<file path="config.mk">
export PLATFORM = sky130hd
export DESIGN_NAME = prc_state_ctl
export DESIGN_NICKNAME = d
export VERILOG_FILES = /design/src/rtl/prc_pkg.sv /design/src/rtl/prc_rst_sync.sv /design/src/rtl/prc_bit_sync.sv /design/src/rtl/prc_rst_stretch.sv /design/src/rtl/prc_strap_latch.sv /design/src/rtl/prc_fsm.sv /design/src/rtl/prc_state_ctl.sv
export SDC_FILE = /design/constraint.sdc
export NUM_CORES = 1
export LEC_CHECK = 0
export CORE_MARGIN = 10
export CORE_UTILIZATION = 56
export CTS_BUF_LIST = sky130_fd_sc_hd__clkbuf_8
export DETAILED_ROUTE_END_ITERATION = 8
export PLACE_DENSITY_LB_ADDON = 0.12
export SETUP_SLACK_MARGIN = 0.05
export SYNTH_ARGS = -nofsm -noshare
export SYNTH_HDL_FRONTEND = slang
export SYNTH_SLANG_ARGS = --single-unit
</file>
<file path="constraint.sdc">
create_clock -name clk -period 3.63 [get_ports clk]
set_clock_uncertainty 0.05 [all_clocks]
set_input_delay 1.089 -clock clk [delete_from_list [all_inputs] [get_ports clk]]
set_output_delay 1.089 -clock clk [all_outputs]
set_load 0.05 [all_outputs]
</file>
<file path="src/rtl/prc_pkg.sv">
package prc_pkg;
  typedef enum logic [1:0] {
    PS_RESET  = 2'd0,
    PS_IDLE   = 2'd1,
    PS_NORMAL = 2'd2
  } pstate_e;

  localparam int unsigned STRAP_W = 2;
endpackage

</file>
<file path="src/rtl/prc_rst_sync.sv">
module prc_rst_sync #(
  parameter int unsigned STAGES = 2
) (
  input  logic clk,
  input  logic arst_n,
  output logic srst_n
);
  logic [STAGES-1:0] sh_q;

  always_ff @(posedge clk or negedge arst_n) begin
    if (!arst_n) sh_q <= '0;
    else         sh_q <= {sh_q[STAGES-2:0], 1'b1};
  end

  assign srst_n = sh_q[STAGES-1];
endmodule

</file>
<file path="src/rtl/prc_bit_sync.sv">
module prc_bit_sync #(
  parameter int unsigned STAGES = 2
) (
  input  logic clk,
  input  logic arst_n,
  input  logic d,
  output logic q
);
  logic [STAGES-1:0] sh_q;

  always_ff @(posedge clk or negedge arst_n) begin
    if (!arst_n) sh_q <= '0;
    else         sh_q <= {sh_q[STAGES-2:0], d};
  end

  assign q = sh_q[STAGES-1];
endmodule

</file>
<file path="src/rtl/prc_rst_stretch.sv">
module prc_rst_stretch #(
  parameter int unsigned CYCLES = 16
) (
  input  logic clk,
  input  logic arst_n,
  input  logic rel_n,
  output logic core_rst
);
  localparam int unsigned CW = $clog2(CYCLES + 1);
  localparam logic [CW-1:0] LAST = CW'(CYCLES - 1);

  logic [CW-1:0] cnt_q;

  always_ff @(posedge clk or negedge arst_n) begin
    if (!arst_n) begin
      cnt_q    <= '0;
      core_rst <= 1'b1;
    end else if (core_rst && rel_n) begin
      if (cnt_q == LAST) core_rst <= 1'b0;
      else               cnt_q    <= cnt_q + 1'b1;
    end
  end

  AST_STRETCH_LEN: assert property (@(posedge clk) disable iff (!arst_n)
    $fell(core_rst) |-> ($past(cnt_q) == LAST));
  AST_CNT_BOUND: assert property (@(posedge clk) disable iff (!arst_n)
    cnt_q <= LAST);
endmodule

</file>
<file path="src/rtl/prc_strap_latch.sv">
module prc_strap_latch #(
  parameter int unsigned WIDTH = 2
) (
  input  logic             clk,
  input  logic             hold,
  input  logic [WIDTH-1:0] pins,
  output logic [WIDTH-1:0] q
);
  always_ff @(posedge clk) begin
    if (hold) q <= pins;
  end
endmodule

</file>
<file path="src/rtl/prc_fsm.sv">
module prc_fsm
  import prc_pkg::*;
(
  input  logic clk,
  input  logic arst_n,
  input  logic core_rst,
  input  logic dev_idle_wr,
  input  logic dev_idle_val,
  input  logic pm_idle_wr,
  input  logic pm_idle_val,
  input  logic rdy_clr,
  input  logic wake_s,
  output logic clk_en,
  output logic reg_acc_en,
  output logic sleep_o,
  output logic rdy_irq
);
  pstate_e state_q, state_d;
  logic    pm_q, pm_d, dev_q, dev_d, irq_d;

  always_comb begin
    state_d = state_q;
    pm_d    = pm_q;
    dev_d   = dev_q;
    irq_d   = rdy_irq;
    unique case (state_q)
      PS_RESET: begin
        if (!core_rst) begin
          state_d = PS_NORMAL;
          irq_d   = 1'b1;
        end
      end
      PS_NORMAL: begin
        if (pm_idle_wr)  pm_d  = pm_idle_val;
        if (rdy_clr)     irq_d = 1'b0;
        if (dev_idle_wr) dev_d = dev_idle_val;
        if (dev_idle_wr && dev_idle_val) state_d = PS_IDLE;
      end
      PS_IDLE: begin
        if (wake_s) begin
          state_d = PS_NORMAL;
          dev_d   = 1'b0;
        end
      end
      default: state_d = PS_RESET;
    endcase
    if (core_rst) state_d = PS_RESET;
  end

  always_ff @(posedge clk or negedge arst_n) begin
    if (!arst_n) begin
      state_q    <= PS_RESET;
      pm_q       <= 1'b0;
      dev_q      <= 1'b0;
      rdy_irq    <= 1'b0;
      clk_en     <= 1'b0;
      reg_acc_en <= 1'b0;
      sleep_o    <= 1'b0;
    end else begin
      state_q    <= state_d;
      pm_q       <= pm_d;
      dev_q      <= dev_d;
      rdy_irq    <= irq_d;
      clk_en     <= (state_d == PS_NORMAL);
      reg_acc_en <= (state_d == PS_NORMAL);
      sleep_o    <= (state_d == PS_IDLE) && pm_d && dev_d;
    end
  end

  AST_SLEEP_QUAL: assert property (@(posedge clk) disable iff (!arst_n)
    sleep_o |-> (!clk_en && !reg_acc_en && pm_q && dev_q));
  AST_IRQ_ON_EXIT: assert property (@(posedge clk) disable iff (!arst_n)
    (state_q == PS_RESET && !core_rst) |=> rdy_irq);
  AST_NORMAL_STAYS: assert property (@(posedge clk) disable iff (!arst_n)
    (state_q == PS_NORMAL && !(dev_idle_wr && dev_idle_val)) |=> (state_q == PS_NORMAL));
  AST_IDLE_FROZEN: assert property (@(posedge clk) disable iff (!arst_n)
    (state_q == PS_IDLE && !wake_s) |=> (state_q == PS_IDLE && $stable(pm_q) && $stable(rdy_irq)));
endmodule

</file>
<file path="src/rtl/prc_state_ctl.sv">
module prc_state_ctl
  import prc_pkg::*;
#(
  parameter int unsigned RST_STAGES  = 2,
  parameter int unsigned WAKE_STAGES = 2,
  parameter int unsigned STRETCH_CYC = 16
) (
  input  logic clk,
  input  logic ext_rst_n,
  input  logic strap_ref_in,
  input  logic strap_if_in,
  input  logic dev_idle_wr,
  input  logic dev_idle_val,
  input  logic pm_idle_wr,
  input  logic pm_idle_val,
  input  logic rdy_clr,
  input  logic wake_in,
  output logic core_rst,
  output logic strap_ref_sel,
  output logic strap_if_sel,
  output logic clk_en,
  output logic reg_acc_en,
  output logic sleep_o,
  output logic rdy_irq
);
  logic               rel_n;
  logic               wake_s;
  logic [STRAP_W-1:0] strap_q;

  prc_rst_sync #(.STAGES(RST_STAGES)) u_rst_sync (
    .clk(clk), .arst_n(ext_rst_n), .srst_n(rel_n)
  );

  prc_rst_stretch #(.CYCLES(STRETCH_CYC)) u_stretch (
    .clk(clk), .arst_n(ext_rst_n), .rel_n(rel_n), .core_rst(core_rst)
  );

  prc_strap_latch #(.WIDTH(STRAP_W)) u_strap (
    .clk(clk), .hold(!rel_n), .pins({strap_if_in, strap_ref_in}), .q(strap_q)
  );

  prc_bit_sync #(.STAGES(WAKE_STAGES)) u_wake_sync (
    .clk(clk), .arst_n(ext_rst_n), .d(wake_in), .q(wake_s)
  );

  prc_fsm u_fsm (
    .clk(clk), .arst_n(ext_rst_n), .core_rst(core_rst),
    .dev_idle_wr(dev_idle_wr), .dev_idle_val(dev_idle_val),
    .pm_idle_wr(pm_idle_wr), .pm_idle_val(pm_idle_val),
    .rdy_clr(rdy_clr), .wake_s(wake_s),
    .clk_en(clk_en), .reg_acc_en(reg_acc_en), .sleep_o(sleep_o), .rdy_irq(rdy_irq)
  );

  assign strap_ref_sel = strap_q[0];
  assign strap_if_sel  = strap_q[1];

  AST_STRAP_HELD: assert property (@(posedge clk) disable iff (!ext_rst_n || core_rst)
    !$past(core_rst) |-> $stable(strap_q));
endmodule

</file>
==> metrics.txt <==
commonest register cell after synthesis dfrtp_1; Post-Layout Inst Area between 1000 and 1500 um^2; CP delay by family, top buffers and inverters; CTS tree done; Placed Area 1010 um^2; actual slew at the worst max-slew pin about 0.73 ns; startpoint types flop; Syn-to-layout area delta 24.4%; Distinct cells, synth 29; initial antenna violation count 0; Slowest Stage Delay on Critical Path ~0.83 ns; Mapped Cells 70; Max Used Layer met4; number of enable flip-flop cells after synthesis 2; Post-Syn Area between 800 and 900 um^2; Routed Wire Length 1.49 mm; vias per inst roughly 5.4; MaxCap Viol Count 0; CTS buffer count 3; WP buf/inv 1; critical-path cell list clkdlybuf4s50_1; routability cong. 0.774; Max-slew headroom 51.3%; number of H-tree levels 1; yosys warns 0; Die Y about 60 um; Final nets between 100 and 150; combinational power share 40.1%; flops & latches, synth 19; die area roughly 3500 um^2; Max IR drop VDD 0.557 mV; Critical Path Stages 1; Worst Path Max Fanout 8; status complete, no violations; final worst slack between 0.8 and 0.9 ns; f_max about 350 MHz; Fin. Hold Viols 0; crit path capture type output pin; clock-pin slew on the worst setup and hold paths 0.07 ns; # setup viols final 0; drt pass-1 iters 4; Post-Syn Nets 86; cell count after placement between 90 and 100; pwr dens roughly 670 nW/um^2; Post-CTS Setup Bufs 0; type of the most critical hold path flop to flop; sequential share of power 39.2%; RSZ-0062 raised after global routing false; register area share after synthesis approximately 57%; Initial Utilization 62.0%; antenna-violating nets left 0; FILL cells a little over 90; GRT Total Usage 9.82%; Wirelength per Cell between 10 and 15 um; fin crit period 2.83 ns; Worst-Skew Late Latency around 0.26 ns; Worst Reg2Reg Path Length in Cells 6; # diodes 0; post-route insts no fill about 100; WL met3 146 um; clock share of power a little over a fifth; DRC viols 0; P_int 0.447 mW; CTS sink cnt 19; vias in the first global route 619; first-pass GRT wire length about 2.6 mm; mean area per synthesized cell ~12 um^2; Slowest-stage cell, CP clkdlybuf4s50_1; post-synthesis async set-or-reset flop share slightly below 90%; core box area roughly 1400 um^2; Placement Setup Slack about 1.1 ns; Die Width slightly below 60 um; sw frac around 37%; Static Leak 0.485 nW; # rows 13; IO Pins 17; CP arrival ~1.7 ns; wire length on met2 610 um; DR vias about 560; post-cts gate resize count 0; grt ovf 0; DP HPWL 1.13 mm; Hold Buf Count CTS 0; Root Buffer clkbuf_8; setup TNS 0 ns; Starting DRT DRC Count 7; layout cells sized above 1 roughly 13%; depth of the worst hold-timing path 0; IO Port Bufs 16; worst endpoint required time about 2.5 ns; critical path type flop to output pin; Psw 0.262 mW; Slew Limit Fails 0; Final period util between 70 and 80%; Pwr Total between 0.7 and 0.8 mW; wire length on met1 between 600 and 700 um; largest net degree at the start of global routing 18; CTS Buffer Depth 2
-- routing by layer --
layer / up-vias / GRT usage, %
met5: - / 0
met4: 0 / 5.25
met3: 4 / 4.51
met2: 18 / 14.0
met1: 265 / 12.0
li1: 271 / -
-- stage by stage --
stage,util (%),hold slack [ns]
floorplan,-,0.281
global placement,73.7,0.285
detailed placement,73.7,0.288
CTS,77.1,0.304
global route,77.1,0.318
finish,77.1,0.301
-- synthesized netlist by cell type (all sizes together) (2+ instances only) --
cell | instances | share of area (%)
buf | 2 | 2.2
dfrtp | 16 | 47
edfxtp | 2 | 7.1
ha | 6 | 8.9
inv | 5 | 2.2
nand2 | 13 | 5.8
nor3b | 2 | 2.4
o21ai | 3 | 1.8
xnor2 | 3 | 3.1
-- power by group through the flow --
stage | registers [mW] | clock network (mW) | logic (mW)
after global routing | 0.282 | 0.161 | 0.313
after floorplan | 0.324 | 0 | 0.180
after CTS | 0.278 | 0.148 | 0.288
after global placement | 0.281 | 0 | 0.280
after detailed placement | 0.282 | 0 | 0.287
final | 0.278 | 0.147 | 0.284
-- sequential cells by signal (all words and copies together), names as in the netlist --
name	cells
u_stretch.cnt_q	5
u_fsm.state_q	2
u_rst_sync.sh_q	2
u_strap.q	2
u_wake_sync.sh_q	2
u_fsm.clk_en	1
u_fsm.dev_q	1
u_fsm.pm_q	1
u_fsm.rdy_irq	1
u_fsm.sleep_o	1
u_stretch.core_rst	1
-- cells by family (layout without fill, tap and decap cells) --
group	count (synthesis)	count (layout)	share of synthesized area [%]
AND/OR/NAND/NOR	24	24	15.5
flip-flops	19	19	57.5
AO/OA/AOI/OAI	9	9	8.86
buffers and inverters	7	25	4.43
adder cells (fa/ha/maj)	6	6	8.86
XOR/XNOR	3	3	3.10
other	1	1	0.443
multiplexers	1	1	1.33
-- path summary, 6_finish.rpt --
check                                         start                   to  slack [ns]
worst max-delay path             u_stretch.core_rst             core_rst        0.80
worst min-delay path            u_wake_sync.sh_q[0]  u_wake_sync.sh_q[1]        0.30
worst max register to register   u_stretch.cnt_q[0]   u_stretch.cnt_q[3]        1.90
worst min register to register  u_wake_sync.sh_q[0]  u_wake_sync.sh_q[1]        0.30
max in group asynchronous                 ext_rst_n  u_wake_sync.sh_q[0]        1.86
min in group asynchronous                 ext_rst_n   u_stretch.cnt_q[2]        1.21
-- cells in the final DEF (no fill, tap or decap), drive strengths merged --
| master | instances |
|---|---|
| conb | 1 |
| and3 | 1 |
| ha | 6 |
| nand3 | 1 |
| a21oi | 1 |
| dfstp | 1 |
| nor4b | 1 |
| dfrtp | 16 |
| a22o | 1 |
| nor2 | 1 |
| clkinv | 1 |
| clkbuf | 3 |
| o21ai | 3 |
| nand4 | 1 |
| mux2 | 1 |
| or2 | 1 |
| a31oi | 1 |
| a21boi | 1 |
| a21o | 1 |
| inv | 5 |
| nand2b | 1 |
| edfxtp | 2 |
| and4b | 1 |
| nand3b | 1 |
| o22ai | 1 |
| nor3b | 2 |
| nand2 | 13 |
| xnor2 | 3 |
| clkdlybuf4s50 | 16 |
-- area by class of cell --
type	instances	area [um^2]	area share [%]
Clock inverter	1	5.00	0.475
Tap cell	15	18.8	1.78
Inverter	5	18.8	1.78
Timing Repair Buffer	16	160	15.2
Clock buffer	3	41.3	3.92
Sequential cell	19	487	46.2
Multi-Input combinational cell	44	323	30.6
Power figures use the tool's default switching activity.
